===== config.mk =====
export PLATFORM = sky130hd
export DESIGN_NAME = dma_nack_requester
export DESIGN_NICKNAME = d
export VERILOG_FILES = /design/src/rtl/dnb_pkg.sv /design/src/rtl/dnb_txq.sv /design/src/rtl/dnb_backoff.sv /design/src/rtl/dnb_tracker.sv /design/src/rtl/dma_nack_requester.sv
export SDC_FILE = /design/constraint.sdc
export NUM_CORES = 1
export LEC_CHECK = 0
export CAP_MARGIN = 10
export CELL_PAD_IN_SITES_DETAIL_PLACEMENT = 1
export CELL_PAD_IN_SITES_GLOBAL_PLACEMENT = 1
export CORE_MARGIN = 4
export CORE_UTILIZATION = 25
export CTS_CLUSTER_DIAMETER = 120
export DETAILED_ROUTE_END_ITERATION = 6
export PLACE_DENSITY = 0.49
export SYNTH_ARGS = -nofsm -noshare
export SYNTH_HDL_FRONTEND = slang
export SYNTH_SLANG_ARGS = --single-unit

===== constraint.sdc =====
create_clock -name clk -period 13.55 [get_ports clk]
set_input_delay 3.3875 -clock clk [delete_from_list [all_inputs] [get_ports clk]]
set_output_delay 3.3875 -clock clk [all_outputs]
set_load 0.02 [all_outputs]

===== src/rtl/dnb_pkg.sv =====
package dnb_pkg;
    localparam int ADDR_W = 32;
    localparam int TAG_W  = 2;
    localparam int BEAT_W = 8;
    localparam int LEN_W  = 16;
    localparam int DLY_W  = 16;
    localparam int BO_W   = 20;
    localparam int QDEPTH = 8;
    localparam int NTAG   = 1 << TAG_W;

    typedef struct packed {
        logic              wr;
        logic [ADDR_W-1:0] addr;
        logic [TAG_W-1:0]  tag;
        logic [BEAT_W-1:0] bytes;
    } dnb_req_t;

    function automatic logic [BO_W-1:0] bo_on_nack(input logic [BO_W-1:0] cur,
                                                  input logic [DLY_W-1:0] lo,
                                                  input logic [DLY_W-1:0] hi);
        logic [BO_W-1:0] lo_w;
        logic [BO_W-1:0] hi_w;
        lo_w = BO_W'(lo);
        hi_w = BO_W'(hi);
        if (cur < lo_w)
            return lo_w;
        else if (cur < hi_w)
            return cur << 1;
        return cur;
    endfunction

    function automatic logic [BO_W-1:0] bo_on_ok(input logic [BO_W-1:0] cur);
        return cur >> 2;
    endfunction
endpackage


===== src/rtl/dnb_txq.sv =====
module dnb_txq
    import dnb_pkg::*;
#(
    parameter int DEPTH = QDEPTH,
    localparam int PW = $clog2(DEPTH),
    localparam int CW = $clog2(DEPTH + 1)
) (
    input  logic          clk,
    input  logic          rst,
    input  logic          push_tail,
    input  dnb_req_t      tail_d,
    input  logic          push_head,
    input  dnb_req_t      head_d,
    input  logic          pop,
    output dnb_req_t      front,
    output logic [CW-1:0] count
);
    dnb_req_t      slot [DEPTH];
    logic [PW-1:0] hd;
    logic [PW-1:0] tl;
    logic [PW-1:0] hd_nx;

    // a pop and a head reinsertion in one cycle land in the same slot
    assign hd_nx = hd + PW'(pop) - PW'(push_head);
    assign front = slot[hd];

    always_ff @(posedge clk) begin
        if (rst) begin
            hd    <= '0;
            tl    <= '0;
            count <= '0;
        end else begin
            if (push_tail) begin
                slot[tl] <= tail_d;
                tl       <= tl + PW'(1);
            end
            if (push_head)
                slot[hd_nx] <= head_d;
            hd    <= hd_nx;
            count <= count + CW'(push_tail) + CW'(push_head) - CW'(pop);
        end
    end
endmodule


===== src/rtl/dnb_backoff.sv =====
module dnb_backoff
    import dnb_pkg::*;
(
    input  logic             clk,
    input  logic             rst,
    input  logic             nack,
    input  logic             ok,
    input  logic             arm,
    input  logic [DLY_W-1:0] lo,
    input  logic [DLY_W-1:0] hi,
    output logic [BO_W-1:0]  bo,
    output logic             busy
);
    logic [BO_W-1:0] tmr;
    logic [BO_W-1:0] bo_nack;

    assign bo_nack = bo_on_nack(bo, lo, hi);
    assign busy    = (tmr != '0);

    always_ff @(posedge clk) begin
        if (rst) begin
            bo  <= '0;
            tmr <= '0;
        end else begin
            if (nack)
                bo <= bo_nack;
            else if (ok)
                bo <= bo_on_ok(bo);

            if (nack)
                tmr <= bo_nack;
            else if (arm)
                tmr <= bo;
            else if (busy)
                tmr <= tmr - BO_W'(1);
        end
    end
endmodule


===== src/rtl/dnb_tracker.sv =====
module dnb_tracker
    import dnb_pkg::*;
#(
    parameter int TAGS = NTAG
) (
    input  logic              clk,
    input  logic              rst,
    input  logic              load,
    input  logic [TAG_W-1:0]  load_tag,
    input  logic [LEN_W-1:0]  load_total,
    input  logic              add,
    input  logic [TAG_W-1:0]  add_tag,
    input  logic [BEAT_W-1:0] add_bytes,
    output logic              done_valid,
    output logic [TAG_W-1:0]  done_tag
);
    logic [LEN_W-1:0] total [TAGS];
    logic [LEN_W-1:0] sum   [TAGS];
    logic [TAGS-1:0]  live;
    logic [LEN_W-1:0] sum_nx;

    assign sum_nx = sum[add_tag] + LEN_W'(add_bytes);

    always_ff @(posedge clk) begin
        if (rst) begin
            for (int i = 0; i < TAGS; i++) begin
                total[i] <= '0;
                sum[i]   <= '0;
            end
            live       <= '0;
            done_valid <= 1'b0;
            done_tag   <= '0;
        end else begin
            done_valid <= 1'b0;
            if (add && live[add_tag]) begin
                sum[add_tag] <= sum_nx;
                if (sum_nx == total[add_tag]) begin
                    done_valid     <= 1'b1;
                    done_tag       <= add_tag;
                    live[add_tag]  <= 1'b0;
                end
            end
            if (load) begin
                total[load_tag] <= load_total;
                sum[load_tag]   <= '0;
                live[load_tag]  <= 1'b1;
            end
        end
    end
endmodule


===== src/rtl/dma_nack_requester.sv =====
module dma_nack_requester
    import dnb_pkg::*;
(
    input  logic              clk,
    input  logic              rst,
    input  logic [DLY_W-1:0]  min_backoff,
    input  logic [DLY_W-1:0]  max_backoff,
    input  logic              cmd_valid,
    output logic              cmd_ready,
    input  logic              cmd_write,
    input  logic [ADDR_W-1:0] cmd_addr,
    input  logic [TAG_W-1:0]  cmd_tag,
    input  logic [BEAT_W-1:0] cmd_bytes,
    input  logic              cmd_first,
    input  logic [LEN_W-1:0]  cmd_total,
    output logic              req_valid,
    input  logic              req_ready,
    output logic              req_write,
    output logic [ADDR_W-1:0] req_addr,
    output logic [TAG_W-1:0]  req_tag,
    output logic [BEAT_W-1:0] req_bytes,
    input  logic              retry_in,
    input  logic              rsp_valid,
    input  logic              rsp_nack,
    input  logic              rsp_write,
    input  logic [ADDR_W-1:0] rsp_addr,
    input  logic [TAG_W-1:0]  rsp_tag,
    input  logic [BEAT_W-1:0] rsp_bytes,
    output logic              done_valid,
    output logic [TAG_W-1:0]  done_tag
);
    localparam int CW = $clog2(QDEPTH + 1);

    dnb_req_t        cmd_beat;
    dnb_req_t        back_beat;
    dnb_req_t        front;
    logic [CW-1:0]   count;
    logic [CW-1:0]   inflight;
    logic [CW:0]     occupancy;
    logic            push_t;
    logic            push_h;
    logic            accept;
    logic            arm;
    logic            good_rsp;
    logic            retry_pend;
    logic            tmr_busy;
    logic [BO_W-1:0] bo_val;

    assign cmd_beat  = '{wr: cmd_write, addr: cmd_addr, tag: cmd_tag, bytes: cmd_bytes};
    assign back_beat = '{wr: rsp_write, addr: rsp_addr, tag: rsp_tag, bytes: rsp_bytes};

    assign occupancy = {1'b0, count} + {1'b0, inflight};
    assign cmd_ready = occupancy < (CW+1)'(QDEPTH);
    assign push_t    = cmd_valid && cmd_ready;
    assign push_h    = rsp_valid && rsp_nack;
    assign good_rsp  = rsp_valid && !rsp_nack;

    assign req_valid = (count != '0) && !tmr_busy && (!retry_pend || retry_in);
    assign accept    = req_valid && req_ready;
    assign arm       = accept && ((count > CW'(1)) || push_t);

    assign req_write = front.wr;
    assign req_addr  = front.addr;
    assign req_tag   = front.tag;
    assign req_bytes = front.bytes;

    always_ff @(posedge clk) begin
        if (rst) begin
            retry_pend <= 1'b0;
            inflight   <= '0;
        end else begin
            if (accept)
                retry_pend <= 1'b0;
            else if (req_valid && !req_ready)
                retry_pend <= 1'b1;
            inflight <= inflight + CW'(accept) - CW'(rsp_valid);
        end
    end

    dnb_txq #(.DEPTH(QDEPTH)) txq_i (
        .clk       (clk),
        .rst       (rst),
        .push_tail (push_t),
        .tail_d    (cmd_beat),
        .push_head (push_h),
        .head_d    (back_beat),
        .pop       (accept),
        .front     (front),
        .count     (count)
    );

    dnb_backoff backoff_i (
        .clk  (clk),
        .rst  (rst),
        .nack (push_h),
        .ok   (good_rsp),
        .arm  (arm),
        .lo   (min_backoff),
        .hi   (max_backoff),
        .bo   (bo_val),
        .busy (tmr_busy)
    );

    dnb_tracker #(.TAGS(NTAG)) tracker_i (
        .clk        (clk),
        .rst        (rst),
        .load       (push_t && cmd_first),
        .load_tag   (cmd_tag),
        .load_total (cmd_total),
        .add        (good_rsp),
        .add_tag    (rsp_tag),
        .add_bytes  (rsp_bytes),
        .done_valid (done_valid),
        .done_tag   (done_tag)
    );
endmodule


# Yosys cells after proc, flatten, opt, wreduce, memory -nomap -nowiden
# Memory sizes are Yosys's and may differ from the RTL's. A register that Yosys moved wholly into a read port is not among the register bits.
# Index checks and enable logic that the tools add are counted.
[classes]
addsub = 11
magnitude_cmp = 8
n_eq_ne = 1
muxes = 45
bitwise_logic = 4
n_reduce_logical = 28
[op_table]
columns = ["cell", "n"]
rows = [
  ["$mux 20", 8],
  ["$mux 16", 3],
  ["$reduce_or 16->1", 3],
  ["$lt 20x16->1", 2],
  ["$mux 1", 23],
  ["$reduce_bool 20->1", 1],
  ["$sub 20x1->20 const B", 1],
  ["$add 16x8->16", 1],
  ["$eq 16x16->1", 1],
  ["$mux 4", 4],
  ["$add 4x1->4", 3],
  ["$logic_and 1x1->1", 12],
  ["$sub 4x1->4", 2],
  ["$lt 2x3->1 const B", 2],
  ["$mux 2", 3],
  ["$add 4x4->5", 1],
  ["$lt 5x4->1 const B", 1],
  ["$and 4x4->4", 1],
  ["$demux 1 s2", 2],
  ["$ge 2x1->1 const B", 2],
  ["$gt 4x1->1 const B", 1],
  ["$logic_not 1->1", 4],
  ["$not 4->4", 1],
  ["$or 4x4->4", 1],
  ["12 further kinds", 14],
]
[totals]
reg_bits = 62
ramBits = 472
input_bits = 142
output_inout_bits = 48
elab_cells = 110
memories = 3
[memory_table]
columns = ["name", "words", "width", "read_ports", "rd_clocked_by_memory_dff", "wr", "line_no", "source"]
rows = [
  ["txq_i.slot", 8, 43, 1, 1, 2, "dnb_txq.sv:18", "dnb_req_t slot [DEPTH];"],
  ["tracker_i.sum", 4, 16, 1, 0, 4, "dnb_tracker.sv:18", "logic [LEN_W-1:0] sum [TAGS];"],
  ["tracker_i.total", 4, 16, 1, 0, 4, "dnb_tracker.sv:17", "logic [LEN_W-1:0] total [TAGS];"],
]

# Logic depth before layout (Yosys ltp)
[logic_depth]
ltp_word = 11
mapped_depth = 16
depth_no_buf = 13

# Cells and area by module
# A second synthesis with hierarchy kept.
[unflattened]
hier_cells = 2004
area_unflattened_um2 = 28174.5
[by_module_without_submodules]
columns = ["mod", "instances", "cells_per_inst", "area_each_um2", "seq_area_each_um2"]
rows = [
  ["dnb_txq", 1, 956, 17724.5, 10530.1],
  ["dnb_tracker", 1, 595, 6687.7, 3343.2],
  ["dnb_backoff", 1, 407, 3338.2, 800.8],
  ["dma_nack_requester", 1, 46, 424.2, 100.1],
]

# Worst setup path after synthesis
# No wires, ideal clock.
[synth_path]
path_kind = "input port to flip-flop"
startpoint = "input port rsp_nack"
endpoint = "memory txq_i.slot[1][0] (netlist bit) (enable)"
setup_time_ns = 0.791
arrival_time_ns = 7.522
required_ns = 12.759
path_slack_ns = 5.237
cell_stages = 14
path_buffers = 3
path_cell_list = "clkbuf_1 nand2_1 clkinv_1 clkbuf_1 ha_1 inv_1 ha_1 inv_1 fa_1 xnor2_1 xor2_1 nand4_1 clkbuf_1 o21ai_0"
[synth_lines]
columns = ["item", "line_no", "source"]
rows = [
  ["start: declaration", "dma_nack_requester.sv:24", "input logic rsp_nack,"],
  ["end: declaration", "dnb_txq.sv:18", ""],
]

==> impl_summary.md <==
Global route
The first global-routing pass estimated 131000 um of wire. The via count of the first global-routing pass is 20300. The pin count of the biggest net entering global routing is 73. Global routing used 14.6% of the available tracks. Global routing finished with a remaining overflow of 0.

The number of antenna violations at the first check in global routing is 3.

Cells and area
The register cell area after layout is ~15000 um2. The most common cell after layout, fill and taps aside is sky130_fd_sc_hd__edfxtp_1. The multi-input combinational cell area is between 10000 and 15000 um2. The utilization of the core after routing is 30.3%. Leaving out filler cells and counting taps, the final layout contains ~3800. The final layout contains around 2400 nets.

In the final layout, the share of cells above drive strength 1 is 29.4%. The filler cells instantiated in the layout total roughly 12000. The area of all placed cells without fillers is 33700 um2. The library cells used most frequently in the layout, excluding fill and tap cells, are 408 x sky130_fd_sc_hd__edfxtp_1, 388 x sky130_fd_sc_hd__mux2_2, 186 x sky130_fd_sc_hd__clkdlybuf4s50_1.

The area growth from synthesis to layout is 20.0%.

Worst setup path
Traced cell by cell, the critical path runs through clkdlybuf4s50_1 -> buf_4 -> nand2_1 -> clkinv_1 -> ha_1 -> inv_1 -> ha_1 -> inv_1 -> fa_1 -> xnor2_1 -> xnor2_1 -> nor4_2 -> buf_4 -> o21bai_4 -> buf_4. The type of the worst setup path is in2reg. The cell repeated most along the worst path is sky130_fd_sc_hd__buf_4. STA classifies the critical path startpoint as an input port. On the critical path, the stage with the largest delay is an instance of sky130_fd_sc_hd__clkinv_1. The data required time at the worst endpoint is around 14 ns. In this run the worst path has a maximum fanout of 44. The maximum single-stage delay on the critical path is 1.08 ns. In this run the worst setup path begins at rsp_valid.

For the worst setup path, the data arrival time is 9.45 ns. In this run the critical register-to-register path is launched from backoff_i.tmr[10]. The worst setup path is captured at a flop.

STA
The number of failing hold endpoints at the final stage came to 0. Setup repair after global routing left no endpoint under its margin. At the pin with the least slew margin, the transition time is 1.13 ns. Timing would allow up to 0.108 GHz. The worst pin sits at a relative slew slack of 24.5%.

The setup TNS is 0 ns. Setup violations remaining at the end of the flow were counted as 0. The final critical-path required period is 9.23 ns. Across the routed clock network, the largest skew measured is 0.0235 ns.

After layout, the worst setup slack is 4.32 ns. The final cycle utilization of the critical path is between 60% and 70%. The max-slew violation count is 0.

Hold path
The startpoint of the lowest-slack hold path is tracker_i.sum[1][1]. The worst hold path belongs to the class reg2reg.

Place
The routability-driven placement congestion ratio is 0.722. The placed instances occupy a cell area of 31700 um2. Input and output buffers added on the ports amount to 189. OpenSTA, run right after detailed placement, puts the worst setup slack at 3.55 ns.

Including well taps, the total number of placed cells is about 3700. The HPWL after detailed placement is 53900 um.

Clock network
The clock passes through at most 3 buffers. The number of hold buffers added after CTS was 0. TritonCTS built the clock tree.

The clock latency on the worst-skew pair is 0.60 ns. After clock tree synthesis, the repair step resized 0 gates. The root buffer cell chosen for the clock tree is sky130_fd_sc_hd__clkbuf_16. The register clock-pin slew on the reported worst setup and hold paths is 0.06 ns. Buffers inserted during clock tree synthesis total 67. The sink count of the clock tree is 534.

The H-tree generated during clock tree synthesis spans 3 levels. The buffers inserted during post-CTS setup optimization is 0.

Floorplanning
The floorplan has around 120 rows. Once the floorplan was initialized, standard cells occupied around a quarter of the core. After floorplanning, the core was sized to cover 111000 um2. The overall die width is approximately 340 um.

The floorplan step defined a die boundary enclosing 118000 um2. The floorplan die height is 343 um. For this design the top-level I/O count stands at 190.

Power
The register share of total power is around two fifths. Cell internal power was estimated by the tool at 3.44 mW. Per report_power, the combinational group accounts for between 20 and 30% of the total. The share of total power in the clock network is between 30% and 40%. Across the VDD grid, the largest voltage drop is between 80 and 90 uV. The standby leakage power is 11.4 nW. Of the total power, the share spent switching nets is 30.2%. The power density normalized to cell area is 146 nW/um2. In this run the power spent charging and discharging nets is 1.49 mW.

Route
The vias per cell is 4.81. The routed design has 86800 um of wire. The detailed-routing iteration count for the pre-antenna-repair pass is 4. The wire length per cell is 23.0 um.

The number of design-rule violations left by the first detailed-router iteration is 963. The count of nets left with antenna violations after detail routing is 0. The DRC violation count after routing is 0. The number of vias in the routed layout is 18100.

Flow run
Max-cap violations in this run came to 0.

Synthesis
The post-synthesis net count is 2272. The count of different cell masters after synthesis is just over 70. The total of warnings raised by yosys is 0. The async set-reset flop share out of synthesis is 0%. The cell count after synthesis came out at 2070. The flip-flop and latch count after synthesis is 534. Summing the sequential cell areas from Yosys gives between 50% and 60% of the chip area. The netlist area before placement is 28100 um2.

A synthesized cell averages roughly 14 um2. Yosys mapped a number of flops with a built-in enable equal to 408. The dominant register cell in the synthesized netlist is sky130_fd_sc_hd__edfxtp_1.

Run status
The flow ran to the end, and the final reports show no timing, DRC or antenna violations.
[layout make-up]
type | count | area share [%]
repair buffers | 227 | 6.42
inverters | 74 | 0.825
clock buffers | 89 | 5.34
flip-flops and latches | 534 | 43.9
well taps | 1488 | 5.53
diodes | 2 | 0.0149
multi-input cells | 1329 | 37.5
clock inverters | 29 | 0.524
[critical path: cells and delay by family]
family,cells,cell delay [ns]
AOI/OAI and AO/OA,1,0.25
xor gates and xnor gates,2,0.48
and+or+nand+nor,2,1.01
buffers and inverters,7,3.10
adders and majority gates,3,1.18
[power by group through the flow]
stage	combinational, mW	sequential (mW)	clock, mW
5_1_grt	1.40	2.01	1.78
2_1_floorplan	0.825	1.99	0
3_3_place_gp	1.29	2.02	0
3_5_place_dp	1.31	2.03	0
6_report	1.28	1.99	1.66
4_1_cts	1.31	2.00	1.72
[per-stage QoR]
step | hold WS, ns | power, mW
after floorplan | 0.440 | 2.82
after global placement | 0.451 | 3.31
after detailed placement | 0.460 | 3.34
after CTS | 0.471 | 5.03
after global routing | 0.495 | 5.19
final | 0.469 | 4.93
[final timing paths]
path / endpoint / slack, ns / cells past startpoint
worst max register to register: txq_i.slot[2][12] / 8.02 / 14
worst min register to register: tracker_i.sum[1][1] / 0.47 / 2
worst min-delay path: tracker_i.sum[1][1] / 0.47 / 2
worst max-delay path: txq_i.slot[2][12] / 4.32 / 15
[synthesized netlist by cell type (19+ instances only)]
master                     count  area, um2
sky130_fd_sc_hd__a211oi_1     36        270
sky130_fd_sc_hd__and2_1       66        413
sky130_fd_sc_hd__mux2_2      388       4370
sky130_fd_sc_hd__a31oi_1      26        163
sky130_fd_sc_hd__o21ai_0      51        255
sky130_fd_sc_hd__nand3_1      31        155
sky130_fd_sc_hd__ha_1         55        688
sky130_fd_sc_hd__inv_1        73        274
sky130_fd_sc_hd__nand2_1      65        244
sky130_fd_sc_hd__dfxtp_1     126       2520
sky130_fd_sc_hd__nor2_1      137        514
sky130_fd_sc_hd__edfxtp_1    408      12300
sky130_fd_sc_hd__nor3_1       25        125
sky130_fd_sc_hd__xor2_1       19        166
sky130_fd_sc_hd__xnor2_1      32        280
sky130_fd_sc_hd__mux4_2      110       2480
sky130_fd_sc_hd__clkbuf_1    113        424
sky130_fd_sc_hd__a21oi_1      70        350
[layer usage]
metal / vias up / wire length [um] / track usage [%]
met5: - / 0 / 0
met4: 0 / 1690 / 3.33
met3: 101 / 3250 / 2.23
met2: 349 / 42600 / 25.1
met1: 9392 / 39300 / 19.4
li1: 8305 / - / -
[registers in the layout (all words and copies together), names as in the netlist]
signal	count
backoff_i.bo	20
tracker_i.total	64
retry_pend	1
inflight	4
tracker_i.done_tag	2
txq_i.hd	3
txq_i.tl	3
tracker_i.sum	64
txq_i.slot	344
tracker_i.done_valid	1
backoff_i.tmr	20
tracker_i.live	4
txq_i.count	4
[logic make-up (layout without fill, tap and decap cells)]
family	count (synthesis)	in the layout	synth area share (%)
compound gates	291	291	6.86
simple gates	406	406	7.24
fa+ha+maj	60	60	2.81
other cells	0	2	0
flops	534	534	52.6
mux	515	515	25.5
buf+inv	207	419	2.91
xor+xnor	57	57	2.03
(Power assumes the default switching activity.)
